==> config.mk <==
export PLATFORM = sky130hd
export DESIGN_NAME = can_frame_stamp
export DESIGN_NICKNAME = d
export VERILOG_FILES = /design/src/rtl/fc_pkg.sv /design/src/rtl/fc_ctrl.sv /design/src/rtl/fc_counter.sv /design/src/rtl/fc_capture.sv /design/src/rtl/fc_handoff.sv /design/src/rtl/can_frame_stamp.sv
export SDC_FILE = /design/constraint.sdc
export NUM_CORES = 1
export LEC_CHECK = 0
export CORE_MARGIN = 3
export CORE_UTILIZATION = 62
export DETAILED_ROUTE_END_ITERATION = 12
export DONT_BUFFER_PORTS = 1
export GPL_TIMING_DRIVEN = 0
export HOLD_SLACK_MARGIN = 0.02
export PLACE_DENSITY = 0.78
export SLEW_MARGIN = 20
export SYNTH_ARGS = -nofsm -noshare
export SYNTH_HDL_FRONTEND = slang
export SYNTH_HIERARCHICAL = 1
export SYNTH_SLANG_ARGS = --single-unit
==> constraint.sdc <==
create_clock -name clk -period 2 [get_ports clk]
set_input_delay 0 -clock clk [delete_from_list [all_inputs] [get_ports clk]]
set_output_delay 0 -clock clk [all_outputs]
set_load 0.02 [all_outputs]
==> src/rtl/fc_pkg.sv <==
package fc_pkg;

  typedef enum logic [1:0] {
    FC_COUNT  = 2'b00,
    FC_STAMP  = 2'b01,
    FC_BTIME0 = 2'b10,
    FC_BTIME1 = 2'b11
  } fc_mode_e;

  localparam int unsigned FC_SRC_TX = 0;
  localparam int unsigned FC_SRC_RX = 1;

endpackage

==> src/rtl/fc_ctrl.sv <==
module fc_ctrl
  import fc_pkg::*;
(
  input  logic [1:0] mode_i,
  input  logic [1:0] cnt_src_i,
  input  logic       bit_start_i,
  input  logic       frame_start_i,
  input  logic       tx_ok_i,
  input  logic       rx_ok_i,
  output logic       stamp_mode_o,
  output logic       inc_o,
  output logic       cap_en_o,
  output logic       cnt_wr_o,
  output logic       stamp_wr_req_o
);

  logic count_mode;
  logic counted_ok;
  logic any_ok;

  always_comb begin
    count_mode   = (fc_mode_e'(mode_i) == FC_COUNT);
    stamp_mode_o = (fc_mode_e'(mode_i) == FC_STAMP);
    any_ok       = tx_ok_i | rx_ok_i;
    counted_ok   = (tx_ok_i & cnt_src_i[FC_SRC_TX]) |
                   (rx_ok_i & cnt_src_i[FC_SRC_RX]);

    inc_o          = 1'b0;
    cap_en_o       = 1'b0;
    cnt_wr_o       = 1'b0;
    stamp_wr_req_o = 1'b0;

    if (count_mode) begin
      inc_o    = counted_ok;
      cnt_wr_o = counted_ok;
    end else if (stamp_mode_o) begin
      inc_o          = bit_start_i;
      cap_en_o       = frame_start_i;
      stamp_wr_req_o = any_ok;
    end
  end

endmodule

==> src/rtl/fc_counter.sv <==
module fc_counter #(
  parameter int unsigned CNT_W = 16
) (
  input  logic             clk,
  input  logic             rst_n,
  input  logic             inc_i,
  output logic [CNT_W-1:0] cnt_o,
  output logic [CNT_W-1:0] cnt_nxt_o,
  output logic             ovf_o
);

  localparam logic [CNT_W-1:0] CNT_ONE = {{(CNT_W-1){1'b0}}, 1'b1};
  localparam logic [CNT_W-1:0] CNT_MAX = {CNT_W{1'b1}};

  logic [CNT_W-1:0] cnt_q, cnt_d;
  logic             ovf_q, ovf_d;

  always_comb begin
    cnt_nxt_o = cnt_q + CNT_ONE;
    cnt_d     = cnt_q;
    ovf_d     = 1'b0;
    if (inc_i) begin
      cnt_d = cnt_nxt_o;
      ovf_d = (cnt_q == CNT_MAX);
    end
  end

  always_ff @(posedge clk or negedge rst_n) begin
    if (!rst_n) begin
      cnt_q <= '0;
      ovf_q <= 1'b0;
    end else begin
      cnt_q <= cnt_d;
      ovf_q <= ovf_d;
    end
  end

  assign cnt_o = cnt_q;
  assign ovf_o = ovf_q;

  // the wrap pulse coincides with a zero count
  p_ovf_zero_r9: assert property (@(posedge clk) disable iff (!rst_n)
    ovf_q |-> (cnt_q == '0));

  // a pulse never lasts two cycles
  p_ovf_single_r9: assert property (@(posedge clk) disable iff (!rst_n)
    ovf_q |=> !ovf_q);

endmodule

==> src/rtl/fc_capture.sv <==
module fc_capture #(
  parameter int unsigned CNT_W = 16
) (
  input  logic             clk,
  input  logic             rst_n,
  input  logic             stamp_mode_i,
  input  logic             cap_en_i,
  input  logic             wr_req_i,
  input  logic [CNT_W-1:0] cnt_i,
  output logic [CNT_W-1:0] cap_o,
  output logic             fire_o
);

  logic [CNT_W-1:0] cap_q, cap_d;
  logic             vld_q, vld_d;

  always_comb begin
    cap_d = cap_q;
    if (cap_en_i) cap_d = cnt_i;

    if (!stamp_mode_i)  vld_d = 1'b0;
    else if (cap_en_i)  vld_d = 1'b1;
    else if (wr_req_i)  vld_d = 1'b0;
    else                vld_d = vld_q;

    fire_o = wr_req_i & vld_q;
  end

  always_ff @(posedge clk or negedge rst_n) begin
    if (!rst_n) begin
      cap_q <= '0;
      vld_q <= 1'b0;
    end else begin
      if (cap_en_i) cap_q <= cap_d;
      vld_q <= vld_d;
    end
  end

  assign cap_o = cap_q;

  // the capture takes the counter value of the start cycle
  p_cap_load_r6: assert property (@(posedge clk) disable iff (!rst_n)
    cap_en_i |=> (cap_q == $past(cnt_i)));

endmodule

==> src/rtl/fc_handoff.sv <==
module fc_handoff #(
  parameter int unsigned CNT_W = 16,
  parameter int unsigned OBJ_W = 6
) (
  input  logic             clk,
  input  logic             rst_n,
  input  logic             cnt_wr_i,
  input  logic             stamp_fire_i,
  input  logic [CNT_W-1:0] cnt_nxt_i,
  input  logic [CNT_W-1:0] cap_i,
  input  logic [OBJ_W-1:0] idx_i,
  output logic             wr_o,
  output logic [OBJ_W-1:0] idx_o,
  output logic [CNT_W-1:0] val_o
);

  logic             wr_q, wr_d;
  logic [OBJ_W-1:0] idx_q;
  logic [CNT_W-1:0] val_q, val_d;

  always_comb begin
    wr_d  = cnt_wr_i | stamp_fire_i;
    val_d = cnt_wr_i ? cnt_nxt_i : cap_i;
  end

  always_ff @(posedge clk or negedge rst_n) begin
    if (!rst_n) begin
      wr_q  <= 1'b0;
      idx_q <= '0;
      val_q <= '0;
    end else begin
      wr_q <= wr_d;
      if (wr_d) begin
        idx_q <= idx_i;
        val_q <= val_d;
      end
    end
  end

  assign wr_o  = wr_q;
  assign idx_o = idx_q;
  assign val_o = val_q;

  // a write and its payload are set by the same request
  p_wr_idx_r3: assert property (@(posedge clk) disable iff (!rst_n)
    wr_d |=> (idx_q == $past(idx_i)));

endmodule

==> src/rtl/can_frame_stamp.sv <==
module can_frame_stamp
  import fc_pkg::*;
#(
  parameter int unsigned CNT_W = 16,
  parameter int unsigned OBJ_W = 6
) (
  input  logic             clk,
  input  logic             rst_n,
  input  logic [1:0]       mode_i,
  input  logic [1:0]       cnt_src_i,
  input  logic             bit_start_i,
  input  logic             frame_start_i,
  input  logic             tx_ok_i,
  input  logic             rx_ok_i,
  input  logic [OBJ_W-1:0] obj_idx_i,
  output logic [CNT_W-1:0] cap_val_o,
  output logic             mo_wr_o,
  output logic [OBJ_W-1:0] mo_idx_o,
  output logic [CNT_W-1:0] mo_val_o,
  output logic             ovf_o
);

  logic             stamp_mode;
  logic             inc;
  logic             cap_en;
  logic             cnt_wr;
  logic             stamp_wr_req;
  logic             stamp_fire;
  logic [CNT_W-1:0] cnt;
  logic [CNT_W-1:0] cnt_nxt;

  fc_ctrl u_ctrl (
    .mode_i         (mode_i),
    .cnt_src_i      (cnt_src_i),
    .bit_start_i    (bit_start_i),
    .frame_start_i  (frame_start_i),
    .tx_ok_i        (tx_ok_i),
    .rx_ok_i        (rx_ok_i),
    .stamp_mode_o   (stamp_mode),
    .inc_o          (inc),
    .cap_en_o       (cap_en),
    .cnt_wr_o       (cnt_wr),
    .stamp_wr_req_o (stamp_wr_req)
  );

  fc_counter #(.CNT_W(CNT_W)) u_cnt (
    .clk       (clk),
    .rst_n     (rst_n),
    .inc_i     (inc),
    .cnt_o     (cnt),
    .cnt_nxt_o (cnt_nxt),
    .ovf_o     (ovf_o)
  );

  fc_capture #(.CNT_W(CNT_W)) u_cap (
    .clk          (clk),
    .rst_n        (rst_n),
    .stamp_mode_i (stamp_mode),
    .cap_en_i     (cap_en),
    .wr_req_i     (stamp_wr_req),
    .cnt_i        (cnt),
    .cap_o        (cap_val_o),
    .fire_o       (stamp_fire)
  );

  fc_handoff #(.CNT_W(CNT_W), .OBJ_W(OBJ_W)) u_ho (
    .clk          (clk),
    .rst_n        (rst_n),
    .cnt_wr_i     (cnt_wr),
    .stamp_fire_i (stamp_fire),
    .cnt_nxt_i    (cnt_nxt),
    .cap_i        (cap_val_o),
    .idx_i        (obj_idx_i),
    .wr_o         (mo_wr_o),
    .idx_o        (mo_idx_o),
    .val_o        (mo_val_o)
  );

  // bit-timing codes freeze the counter
  p_bt_hold_r10: assert property (@(posedge clk) disable iff (!rst_n)
    mode_i[1] |=> $stable(cnt));

  // bit-timing codes issue no object write
  p_bt_nowr_r10: assert property (@(posedge clk) disable iff (!rst_n)
    mode_i[1] |=> !mo_wr_o);

  // every write follows a success strobe
  p_wr_after_ok_r7: assert property (@(posedge clk) disable iff (!rst_n)
    mo_wr_o |-> $past(tx_ok_i | rx_ok_i));

  // in counting mode the written value is the new count
  p_count_val_r3: assert property (@(posedge clk) disable iff (!rst_n)
    (mode_i == 2'b00 && mo_wr_o) |-> (mo_val_o == cnt));

  // success strobes leave the timestamp counter alone
  p_stamp_ok_r5: assert property (@(posedge clk) disable iff (!rst_n)
    (mode_i == 2'b01 && !bit_start_i) |=> $stable(cnt));

endmodule

Word level (Yosys, flattened, before mapping)
Cells that the tools add are included.

Equality and inequality tests: 3. $add $sub $neg: 1. Multiplexer cells: 12. Reduce and logical (&&, ||, !) cells: 1. Bitwise logic cells: 6.

Operators by type and width (number): 16-bit by 1-bit adder with 16-bit output (second input constant) (1); 16-bit equality test (second input constant) (1); 16-bit 2-to-1 mux (1); 1-bit 2-to-1 mux (11); 1-bit bitwise AND (3); 3-bit != test (second input constant) (1); 1-bit OR (3); 2-bit by 1-bit equality test with 1-bit output (second input constant) (1); 2-bit logical NOT (1).

Logic and storage cells: 30. Register bits: 57. Output and inout port bits: 40.

Depth between registers and ports, before layout
Gate-level depths: netlist (run 1).

Depth after elaboration: 6. Gate-level depth with buffers: 7. Gate-level depth less buffers: 6.

Cells and area by module
The synthesis (run 1) kept the hierarchy.

By module, submodules not included: fc_handoff (cells an instance 85, area an instance 1016.0 um^2, seq. area each 575.6 um^2, times used 1); fc_counter (cells an instance 98, area an instance 994.7 um^2, seq. area each 425.4 um^2, times used 1); fc_capture (cells an instance 38, area an instance 690.7 um^2, seq. area each 425.4 um^2, times used 1); fc_ctrl (cells an instance 7, area an instance 55.1 um^2, seq. area each 0.0 um^2, times used 1).

Worst setup path after synthesis (run 1)
Ideal clock, no wire load.

Kind: flip-flop to flip-flop. Start: reg u_cnt.cnt_q[0], in the netlist u_cnt/cnt_o[0]. End: reg u_ho.val_q[14], in the netlist u_ho/val_o[14]. Stages on the path, launching flop included: 7. Slack: 509 ps. Period minus slack after synthesis: 1491 ps. Arrival time: 1414 ps. Cell sequence: dfrtp_1 > ha_1 > nand3_1 > nor4_2 > xor2_1 > nand2_1 > o21ai_1.

Cells in the longest elaborated chain, start to end: 2.

RTL lines: from (decl) (RTL line fc_counter.sv:15) `logic [CNT_W-1:0] cnt_q, cnt_d;`; from (signal assigned) (RTL line fc_counter.sv:33) `cnt_q <= cnt_d;`; 16-bit by 1-bit adder with 16-bit output (RTL line fc_counter.sv:19) `cnt_nxt_o = cnt_q + CNT_ONE;`; via cnt_nxt[14] (RTL line can_frame_stamp.sv:30) `logic [CNT_W-1:0] cnt_nxt;`; 16-bit 2-to-1 mux (RTL line fc_handoff.sv:23) `val_d = cnt_wr_i ? cnt_nxt_i : cap_i;`; to (signal assigned) (RTL line fc_handoff.sv:35) `val_q <= val_d;`; to (decl) (RTL line fc_handoff.sv:19) `logic [CNT_W-1:0] val_q, val_d;`.

The timed path passes the listed nets, and every way through them passes these cells. A chain may end at the register's enable or synchronous reset.

Worst setup path after layout (run 1)
Same ends and word-level chain as after synthesis.

==> results of run 1 <==
## metrics by stage
stage	power (mW)	cells	instance area [sq um]	setup slack, ns
2_1_floorplan	2.03	228	2760	0.509
3_3_place_gp	2.11	278	2820	0.269
3_5_place_dp	2.15	278	2820	0.236
4_1_cts	3.24	304	3140	0.171
5_1_grt	3.37	304	3150	0.0188
6_report	3.21	304	3150	0.188
## how the worst max path moves through the flow
| stage | end | depth (start not counted) | slack [ns] |
|---|---|---|---|
| floorplan | u_ho/val_o[14] | 6 | 0.51 |
| global placement | u_ho/val_o[14] | 6 | 0.27 |
| detailed placement | u_ho/val_o[14] | 6 | 0.24 |
| CTS | u_ho/val_o[14] | 6 | 0.17 |
| global route | u_ho/val_o[14] | 6 | 0.02 |
| finish | u_ho/val_o[14] | 6 | 0.19 |
## cell families after synthesis
logic type | share of synthesized area
and+or+nand+nor | 0.132
DFF | 0.517
muxes | 0.164
xor gates and xnor gates | 0.0921
AOI/OAI and AO/OA | 0.0399
buffers and inverters | 0.0495
adders and majority gates | 0.00454
## flip-flops by register name (all words and copies together) (netlist names)
name and flops:
u_cnt/ovf_o 1, u_ho/wr_o 1, u_cnt/cnt_o 16, u_ho/idx_o 6, u_cap/vld_q 1, u_ho/val_o 16
u_cap/cap_o 16
## per-layer routing
metal | vias up | part of all wire
li1 | 831 | -
met1 | 880 | 0.42
met2 | 71 | 0.49
met3 | 8 | 0.077
met4 | 0 | 0.013
met5 | - | 0
## critical path, stage by stage (launching register included)
cell,delay (ns)
dfrtp_1,0.45
ha_1,0.27
nand3_1,0.32
nor4_4,0.36
xor2_1,0.18
nand2_1,0.07
o21ai_1,0.08
## cell usage after synthesis (all sizes together)
cell,count,area [sq um]
o21ai,16,80.1
o31ai,1,7.51
xnor2,5,43.8
nor4,6,50.0
nand2,22,82.6
clkbuf,3,15.0
a22oi,1,7.51
mux2,23,293
xor2,24,210
and4,1,8.76
and2,2,12.5
nor2b,2,20.0
buf,13,114
nor2,9,41.3
nand4,7,71.3
mux2i,16,160
ha,1,12.5
o21a,2,15.0
nor3,9,45.0
dfrtp,57,1430
nand3,5,25.0
nand3b,1,7.51
inv,2,7.51
## repair_timing
item,CTS,global route
endpoints found under the hold margin,65,0
gates resized for setup,0,1
endpoints found under the setup margin,0,1
hold buffers,11,0
## area by class of cell
class | instances | area (sq um)
fillers | 278 | 993
multi-input cells | 153 | 1200
clock buffers | 12 | 155
flip-flops and latches | 57 | 1430
clock inverters | 3 | 40.0
repair buffers | 11 | 128
well taps | 50 | 62.6
inverters | 2 | 7.51
plain buffers | 16 | 129
## cell usage in the layout, fill, tap and decap left out, types with 3 or more instances in the layout
| cell | instances |
|---|---|
| nand4_1 | 4 |
| buf_6 | 3 |
| mux2_2 | 14 |
| nor4_1 | 4 |
| dlygate4sd3_1 | 10 |
| buf_2 | 8 |
| o21ai_1 | 10 |
| o21ai_0 | 6 |
| mux2i_1 | 16 |
| clkbuf_8 | 11 |
| mux2_4 | 9 |
| nor2_1 | 8 |
| clkbuf_2 | 3 |
| nor3_1 | 9 |
| nand2_1 | 22 |
| xnor2_1 | 5 |
| dfrtp_1 | 57 |
| xor2_1 | 24 |
| nand3_1 | 5 |
## power groups by stage
stage | combinational (mW) | clock [mW] | sequential [mW]
finish | 0.523 | 1.04 | 1.65
CTS | 0.521 | 1.06 | 1.65
global placement | 0.452 | 0 | 1.66
global route | 0.573 | 1.12 | 1.67
floorplan | 0.404 | 0 | 1.62
detailed placement | 0.475 | 0 | 1.67
==> results by stage, run 1 <==
Status:
- The flow ran to the end, and the final reports show no timing, DRC or antenna violations.

Power:
- VDD sags by at most 0.000788 V.
- The part of the power in combinational logic is 0.163.
- The power dissipated by switching net loads is 988 uW.
- Of the total power, the clock network draws 0.325.
- In this run the static leakage power is 1.53 nW.
- The design internal power is 2.23 mW.
- The switching part of the total is 0.307.
- Of the total power, registers draw 0.513.
- In this run the power density over the cells is 1020 mW/mm^2.

Placed design:
- Detailed placement ended at an HPWL of 3520 um.
- The count of buffers added on input and output ports is 0.
- The last weighted congestion value of the routability-driven placer is 0.921.

Die:
- After floorplanning, the core was sized to cover 0.00414 sq mm.
- For this design the top-level I/O count stands at 56.
- The row count is 23.
- The initial core utilization is 0.665.
- The die is 72.7 um tall.
- The area enclosed by the die boundary is 0.00528 sq mm.
- The floorplan step set the die width to 72.7 um.

Drt:
- The detailed router's first-iteration violation count is 87.
- In the routed layout, each cell is associated on average with a via count of 5.89.
- The routed wirelength normalized by instance count is 17.5 um.
- Detailed routing inserted a total of 1790 vias.
- Before antenna repair, the detailed router went through 4 iterations.
- In this run the remaining antenna-violating nets after routing total 0.
- After detailed routing, the number of remaining DRC violations is 0.
- The routed wire length is 5320 um.

Global route:
- The number of antenna violations at the first check in global routing is 0.
- The first global-routing pass estimated 8840 um of wire.
- For this run, global-route usage on met1 was measured as 0.273.
- The maximum number of pins on one net before global-route repair is 58.
- The via count of the first global-routing pass is 1864.
- Across every metal layer, demand over resource in global routing totals 0.223.
- The met3 track demand over resource is 0.0771.
- For met2 alone, demand over resource in global routing was 0.359.
- The most heavily used metal layer in global routing is met2.
- The remaining global-route overflow is 0.

Clocking:
- CTS saw 57 sinks.
- TritonCTS built the clock tree.
- For the worst-skew pair, the clock arrives at the later sink with an insertion delay of 0.32 ns.
- Clock tree synthesis selected as its root buffer the cell clkbuf_8.
- The maximum buffer depth of the clock tree is 2.
- The clock-pin slew on the worst setup and hold paths is 0.06 ns.
- The number of buffers added by the clock tree synthesis step is 9.
- The level count of the clock H-tree is 3.
- The buffers inserted during post-CTS setup optimization is 0.

STA:
- Setup repair after global routing left no endpoint under its margin.
- The setup skew after layout is 0.00904 ns.
- Setup violations remaining at the end of the flow were counted as 0.
- Counting I/O delays and the setup requirement, the final critical path takes 1.81 ns.
- Of the available clock period, the critical path in the final layout requires 0.906.
- The slew at the pin with the worst max-slew slack is 0.398 ns.
- The top achievable clock speed is 0.552 GHz.
- The worst max-slew margin expressed relative to the limit is 0.734.
- The total count of hold-check failures in the final report is 0.
- The total count of max-transition violations in the final report is 0.
- Adding up every negative setup slack in the final design gives 0 ns.
- Hold timing on the final database bottoms out at a slack of 0.0408 ns.

Critical path:
- The kind of start point of the critical path is a flip-flop.
- The endpoint required time on the critical path is 2.24 ns.
- The startpoint of the lowest-slack register-to-register path is u_cnt/cnt_o[0].
- Counting cells, the worst reg-to-reg path comes to 6.
- The internal reg-to-reg setup slack is 0.19 ns.
- The endpoint arrival time on the critical path is 2.05 ns.
- The worst flop-to-flop path endpoint is u_ho/val_o[14].
- The worst setup path is captured at a flip-flop.
- The critical path in this run is classified as reg2reg.
- The maximum fanout encountered on the critical timing path is 7.
- The startpoint of the most critical setup path is u_cnt/cnt_o[0].

Min path:
- The worst hold path terminates at u_ho/val_o[15].
- The min-delay analysis places its worst path in the category in2reg.
- The startpoint of the lowest-slack hold path is mode_i[0].
- Counting instances, the worst hold path has a depth of 3.

Yosys:
- Counting every instance in the synthesized netlist gives 228.
- The number of nets produced by synthesis is 245.
- The average size of a mapped cell is 12.1 sq um.
- The register bit total from synthesis is 57.
- During synthesis, Yosys emitted a total of 6 warnings.
- The sequential area share after synthesis is 0.517.
- Synthesis instantiated 32 different standard cells from the library.
- After synthesis the cells add up to 0.00276 sq mm.

Layout:
- The antenna diode instance count is 0.
- At the end of the flow, the number of nets in the layout was 267.
- The utilization after layout is 0.760.
- Relative to the synthesized area, the layout overhead comes to 14.3%.
- In the final layout, the share of cells above drive strength 1 is 0.240.

Flow run:
- The max-cap violation count is 0.
Power figures use the tool's default switching activity.
==> run 2, diff against run 1 <==
PLACE_DENSITY = unset   (was 0.78)
PLACE_DENSITY_LB_ADDON = 0.3   (was unset)
REMOVE_ABC_BUFFERS = 1   (was unset)
==> results by stage, run 2 (synthesis results as in run 1) <==
Placed design:
- The cell area after placement came to 0.00271 sq mm (-3.9%).
- The placed wire-length estimate came to 3600 um (+2.5%).
- The placed cell count is 264 (-5.0%).
- The last weighted congestion value of the routability-driven placer is 0.791 (-14%).
- The number of I/O port buffers came to 0 (unchanged).

STA:
- The total count of hold-check failures in the final report was 0 (unchanged).
- The sum of negative setup slack came to 0 ns (unchanged).
- The top achievable clock speed is 0.550 GHz (-0.36%).
- Setup repair after global routing left no endpoint under its margin.
- The slew at the pin with the worst max-slew slack is 0.976 ns (+0.578 ns).
- The total of endpoints with negative setup slack in the final report is 0 (unchanged).
- The setup skew after layout is 0.00742 ns (-0.00162 ns).
- The final critical path time including I/O delays and setup came to 1.82 ns (+0.00658 ns).
- The worst max-slew margin expressed relative to the limit is 0.349 (-0.385).
- The worst hold slack after final layout came to 0.0400 ns (-0.000840 ns).
- The share of the clock period used by the worst path after layout was 0.909 (+0.00329).
- The total count of max-transition violations in the final report is 0 (unchanged).

Die:
- The initial core utilization is 0.665 (unchanged).
- The die outline height is 72.7 um (unchanged).
- The placeable core area is 0.00414 sq mm (unchanged).
- The number of primary I/O pins is 56 (unchanged).
- The horizontal die dimension is 72.7 um (unchanged).
- The row count came to 23 (unchanged).
- The area enclosed by the die boundary is 0.00528 sq mm (unchanged).

Clocking:
- The buffers inserted during post-CTS setup optimization was 0 (unchanged).
- The number of buffers added by the clock tree synthesis step is 9 (unchanged).
- The maximum buffer depth of the clock tree came to 2 (unchanged).
- The total clock sinks came to 57 (unchanged).
- The cell chosen for the clock root is clkbuf_8.
- The level count of the clock H-tree came to 3 (unchanged).
- The clock-pin slew on the worst setup and hold paths was 0.06 ns (about the same).
- The CTS tree is built.
- The source-to-sink clock delay at the later pin of the worst-skew pair was 0.32 ns (about the same).

Layout:
- Leaving out fill and tap cells, the most frequent cell in the layout is dfrtp_1.
- The post-layout instance area is 0.00305 sq mm (-3.3%).
- The proportion of layout cells with a drive suffix above 1 came to 0.211 (-0.0294).
- The non-filler instance count after layout is 292 (-3.9%).
- Relative to the synthesized area, the layout overhead comes to 10.5%.
- The antenna diode instance count is 0 (unchanged).
- The number of nets at the end of the flow is 254 (-4.9%).
- The library cells used most frequently in the layout, excluding fill and tap cells, are 57 x dfrtp_1, 24 x xor2_1, 22 x nand2_1, 16 x mux2i_1, 14 x mux2_2.

Global route:
- The total routing resource utilization after global routing is 0.236 (+0.0131).
- The number of antenna violations at the first check in global routing was 0 (unchanged).
- The via count of the first global-routing pass is 1893 (+1.6%).
- The remaining global-route overflow is 0 (unchanged).
- The maximum number of pins on one net before global-route repair came to 58 (unchanged).
- The first-pass GRT wire length is 9290 um (+5.1%).

Status:
- The flow ran to the end, and the final reports show no timing, DRC or antenna violations.

Drt:
- The routed wire length is 5670 um (+6.6%).
- The number of nets with antenna violations after detailed routing was 0 (unchanged).
- The routed via count is 1775 (-0.84%).
- The routed wirelength normalized by instance count is 19.4 um (+11%).
- The length of the first detailed-routing pass in iterations is 4 (unchanged).
- The remaining design rule violation count is 0 (unchanged).
- The detailed router's first-iteration violation count was 130 (+49%).
- The mean number of vias per cell is 6.08 (+3.2%).

Power:
- The power density of the placed cells came to 1030 mW/mm^2 (+1.4%).
- The static power due to leakage is 1.45 nW (-5.5%).
- The maximum VDD drop is 0.000703 V (-11%).

Flow run:
- The max-cap violation count is 0 (unchanged).

Critical path:
- The maximum fanout encountered on the critical timing path was 7 (unchanged).
- The worst setup path is captured at a flip-flop.
- The type of the worst setup path is reg2reg.
- The endpoint required time on the critical path is 2.24 ns (about the same).
- The endpoint arrival time on the critical path is 2.06 ns (about the same).
- The kind of start point of the critical path is a flip-flop.

Min path:
- The worst min-delay path class is in2reg.
-- run 2: cell types whose count changed in the layout (fill, tap and decap cells not counted), sizes merged --
| cell | before | now |
|---|---|---|
| buf | 14 | 3 |
| clkbuf | 15 | 14 |
| dlygate4sd3 | 10 | 11 |
| bufinv | 1 | 0 |
-- run 2: area by class of cell --
class                           count  area [sq um]
Tap cell                           50          62.6
Clock buffer                       14           183
Timing Repair Buffer               14           153
Clock inverter                      2          10.0
Inverter                            2          7.51
Multi-Input combinational cell    153          1200
Sequential cell                    57          1430
Fill cell                         298          1100
-- run 2: repair_timing --
| item | in CTS | in global routing |
|---|---|---|
| hold endpoints to repair | 68 | 2 |
| endpoints found under the setup margin | 0 | 2 |
| hold buffers | 11 | 1 |
| gates resized for setup | 0 | 1 |
-- run 2: final timing paths --
path                            startpoint              end  slack, ns  cells past startpoint
setup / recovery            u_cnt/cnt_o[0]   u_ho/val_o[14]       0.18                      6
hold / removal                     tx_ok_i      u_cap/vld_q       0.04                      3
setup reg to reg            u_cnt/cnt_o[0]   u_ho/val_o[14]       0.18                      6
hold reg to reg            u_cnt/cnt_o[15]  u_cnt/cnt_o[15]       0.55                      1
max in group asynchronous            rst_n   u_ho/val_o[11]       1.56                      2
min in group asynchronous            rst_n   u_cap/cap_o[7]       0.21                      2
-- run 2: worst max-delay path, cell delays in order (launching register included) --
cell and delay, ns:
dfrtp_1 0.44, ha_1 0.26, nand3_1 0.30, nor4_2 0.43, xor2_1 0.18, nand2_1 0.06
o21ai_1 0.08
-- run 2: power breakdown --
group	switching (mW)	internal, mW
combinational	0.195	0.235
clock	0.429	0.582
sequential	0.378	1.33
-- run 2: per-stage QoR --
step / worst slack (ns) / utilization / power [mW]
detailed placement: -0.0769 / 0.654 / 2.11
finish: 0.182 / 0.735 / 3.15
global placement: -1.20 / 0.649 / 2.07
global route: 0.0299 / 0.735 / 3.30
floorplan: -0.379 / - / 1.99
CTS: 0.182 / 0.731 / 3.17
-- run 2: per-layer routing --
metal / part of all wire / GRT usage / wire length (um) / vias to the layer above
li1: - / - / - / 803
met1: 0.42 / 0.293 / 2370 / 891
met2: 0.51 / 0.390 / 2890 / 68
met3: 0.050 / 0.0592 / 286 / 13
met4: 0.020 / 0.105 / 116 / 0
met5: 0 / 0 / 0 / -
==> run 3, diff against run 2 <==
CORE_ASPECT_RATIO = 1.1   (was unset)
CTS_CLUSTER_DIAMETER = 60   (was unset)
==> results by stage, run 3 (synthesis results as in run 1) <==
Status:
- The run finished with clean final reports.

STA:
- The sum of negative setup slack is 0 ns (unchanged).
- The final critical path time including I/O delays and setup is 1.78 ns (-0.0340 ns).
- The total of endpoints with negative setup slack in the final report is 0 (unchanged).
- The total count of max-transition violations in the final report came to 0 (unchanged).
- The share of the clock period used by the worst path after layout is 0.892 (-0.0170).
- The slew at the pin with the worst max-slew slack was 1.03 ns (+0.0497 ns).
- The worst max-slew margin expressed relative to the limit was 0.316 (-0.0331).
- The setup skew after layout is 0.00897 ns (+0.00155 ns).
- The total count of hold-check failures in the final report is 0 (unchanged).
- The top achievable clock speed is 0.560 GHz (+1.9%).
- Setup repair after global routing left no endpoint under its margin.

Clocking:
- The level count of the clock H-tree came to 3 (unchanged).
- The number of buffers added by the clock tree synthesis step is 9 (unchanged).
- The clock-pin slew on the worst setup and hold paths is 0.05 ns (about the same).
- The maximum buffer depth of the clock tree is 2 (unchanged).
- In this run the clock root is driven by a clkbuf_8.
- TritonCTS built the clock tree.
- The source-to-sink clock delay at the later pin of the worst-skew pair is 0.32 ns (about the same).
- The total clock sinks is 57 (unchanged).

Critical path:
- The endpoint arrival time on the critical path is 2.03 ns (-0.03 ns).
- The startpoint of the lowest-slack register-to-register path is u_cnt/cnt_o[0].
- The critical path starts at u_cnt/cnt_o[0].
- The buffer and inverter count on the worst path was 0 (unchanged).
- The logic depth of the worst setup path including buffers is 6 (unchanged).
- In this run the critical register-to-register path is captured at u_ho/val_o[14].
- The kind of cell with the highest combined delay on the critical path is simple AND/OR/NAND/NOR gates.
- The element type at the critical path end is a flip-flop.
- The endpoint required time on the critical path came to 2.24 ns (about the same).
- The critical path's slowest cell is dfrtp_1.
- The signal on the critical path passes through ha_1, nand3_1, nor4_4, xor2_1, nand2_1, o21ai_1.
- The path depth of the worst reg2reg path was 6 (unchanged).
- The largest stage delay on the critical path was 0.45 ns (about the same).
- Following the worst setup path forward leads to its endpoint at u_ho/val_o[14].
- The type of the worst setup path is reg2reg.
- The kind of start point of the critical path is a flip-flop.
- The internal reg-to-reg setup slack is 0.22 ns (+0.03 ns).
- The maximum fanout encountered on the critical timing path is 7 (unchanged).

Die:
- The placeable core area is 0.00411 sq mm (-0.72%).
- The die outline height is 75.9 um (+4.5%).
- The initial core utilization was 0.670 (+0.00486).
- The number of primary I/O pins is 56 (unchanged).
- The area enclosed by the die boundary is 0.00528 sq mm (about the same).
- The horizontal die dimension is 69.6 um (-4.3%).
- The row count came to 24 (+4.3%).

Layout:
- The antenna diode instance count is 0 (unchanged).
- The register area is 0.00143 sq mm (unchanged).
- The multi-input combinational cell area was 0.00121 sq mm (+0.31%).
- The number of nets at the end of the flow is 254 (unchanged).
- Leaving out fill and tap cells, the most frequent cells in the layout are 57 x dfrtp_1, 24 x xor2_1, 22 x nand2_1, 16 x mux2i_1, 14 x mux2_2.
- The number of filler instances in the final layout was 283 (-5.0%).
- The proportion of layout cells with a drive suffix above 1 is 0.192 (-0.0191).
- The post-layout instance area came to 0.00302 sq mm (-0.78%).
- The library cell used most frequently in the layout, excluding fill and tap cells, is dfrtp_1.
- Compared with the post-synthesis result, the final layout area differs by 9.67%.

Drt:
- The number of nets with antenna violations after detailed routing is 0 (unchanged).
- The detailed router's first-iteration violation count is 104 (-20%).
- The mean number of vias per cell is 5.82 (-4.3%).
- The length of the first detailed-routing pass in iterations came to 4 (unchanged).
- The routed via count is 1698 (-4.3%).
- The routed wirelength normalized by instance count was 17.8 um (-8.3%).
- The remaining design rule violation count is 0 (unchanged).
- The routed wire length came to 5200 um (-8.3%).

Power:
- The switching part of the total is 0.315 (-0.00304).
- The sequential power share came to 0.566 (+0.023).
- The power density of the placed cells is 1000 mW/mm^2 (-3.3%).
- The static power due to leakage is 1.44 nW (-0.31%).
- The clock network power share is 0.297 (-0.024).
- The part of the power in combinational logic came to 0.137 (about the same).
- The maximum VDD drop is 0.000775 V (+10%).
- The power dissipated by switching net loads is 952 uW (-5.0%).
- The design internal power is 2.07 mW (-3.6%).

Global route:
- The remaining global-route overflow is 0 (unchanged).
- The maximum number of pins on one net before global-route repair is 58 (unchanged).
- The total routing resource utilization after global routing came to 0.221 (-0.0153).
- The via count of the first global-routing pass is 1797 (-5.1%).
- The first-pass GRT wire length is 9200 um (-0.89%).
- The number of antenna violations at the first check in global routing is 0 (unchanged).

Min path:
- The path class of the tightest hold or removal check is in2reg.

Placed design:
- The placed wire-length estimate is 3260 um (-9.4%).
- The number of I/O port buffers is 0 (unchanged).
- The cell area after placement was 0.00271 sq mm (about the same).
- The last weighted congestion value of the routability-driven placer is 0.745 (-5.8%).

Flow run:
- The max-cap violation count is 0 (unchanged).
[run 3: repair_timing]
item                                    in CTS  in global routing
hold buffers                                12                  0
resized for setup                            0                  1
endpoints found under the setup margin       0                  1
buffers inserted                             0                  0
hold endpoints to repair                    67                  0
[run 3: per-stage QoR]
step	total power, mW	std cells	hold WS [ns]	worst slack, ns	utilization
finish	3.02	292	0.0608	0.216	0.735
global route	3.20	292	0.0572	0.0265	0.735
CTS	3.06	292	0.0446	0.190	0.732
detailed placement	2.10	266	-0.294	0.0320	0.659
global placement	2.07	264	-0.294	-1.17	0.655
floorplan	1.99	212	-0.296	-0.379	-
[run 3: worst reg2reg max path: stages (launching register included)]
cell     delay [ns]
dfrtp_1        0.45
ha_1           0.26
nand3_1        0.32
nor4_4         0.36
xor2_1         0.17
nand2_1        0.06
o21ai_1        0.08
[run 3: power groups by stage]
stage                     clock network [mW]  logic [mW]  registers [mW]
after floorplan                            0       0.317            1.67
after global placement                     0       0.354            1.72
after detailed placement                   0       0.369            1.73
after CTS                              0.926       0.419            1.72
after global routing                   0.995       0.466            1.74
final                                  0.897       0.415            1.71
[run 3: metal layers]
metal / GRT usage / up-vias / routed length [um]
met5: 0 / - / 0
met4: 0.0938 / 0 / 34
li1: - / 807 / -
met2: 0.344 / 58 / 2630
met1: 0.283 / 828 / 2180
met3: 0.0688 / 5 / 351
[run 3: worst min path at each step]
stage,depth (start not counted),to,slack [ns],from
2_1_floorplan,0,u_cap/cap_o[0],-0.30,rst_n
3_3_place_gp,0,u_ho/wr_o,-0.29,rst_n
3_5_place_dp,0,u_ho/wr_o,-0.29,rst_n
4_1_cts,4,u_ho/val_o[6],0.04,mode_i[0]
5_1_grt,4,u_ho/val_o[6],0.06,mode_i[0]
6_report,4,u_ho/val_o[10],0.06,mode_i[0]
[run 3: final cells by class]
cell class / instances / area share
clock buffers: 14 / 0.0538
inverters: 2 / 0.00248
multi-input cells: 153 / 0.400
flip-flops and latches: 57 / 0.472
well taps: 52 / 0.0215
repair buffers: 14 / 0.0505
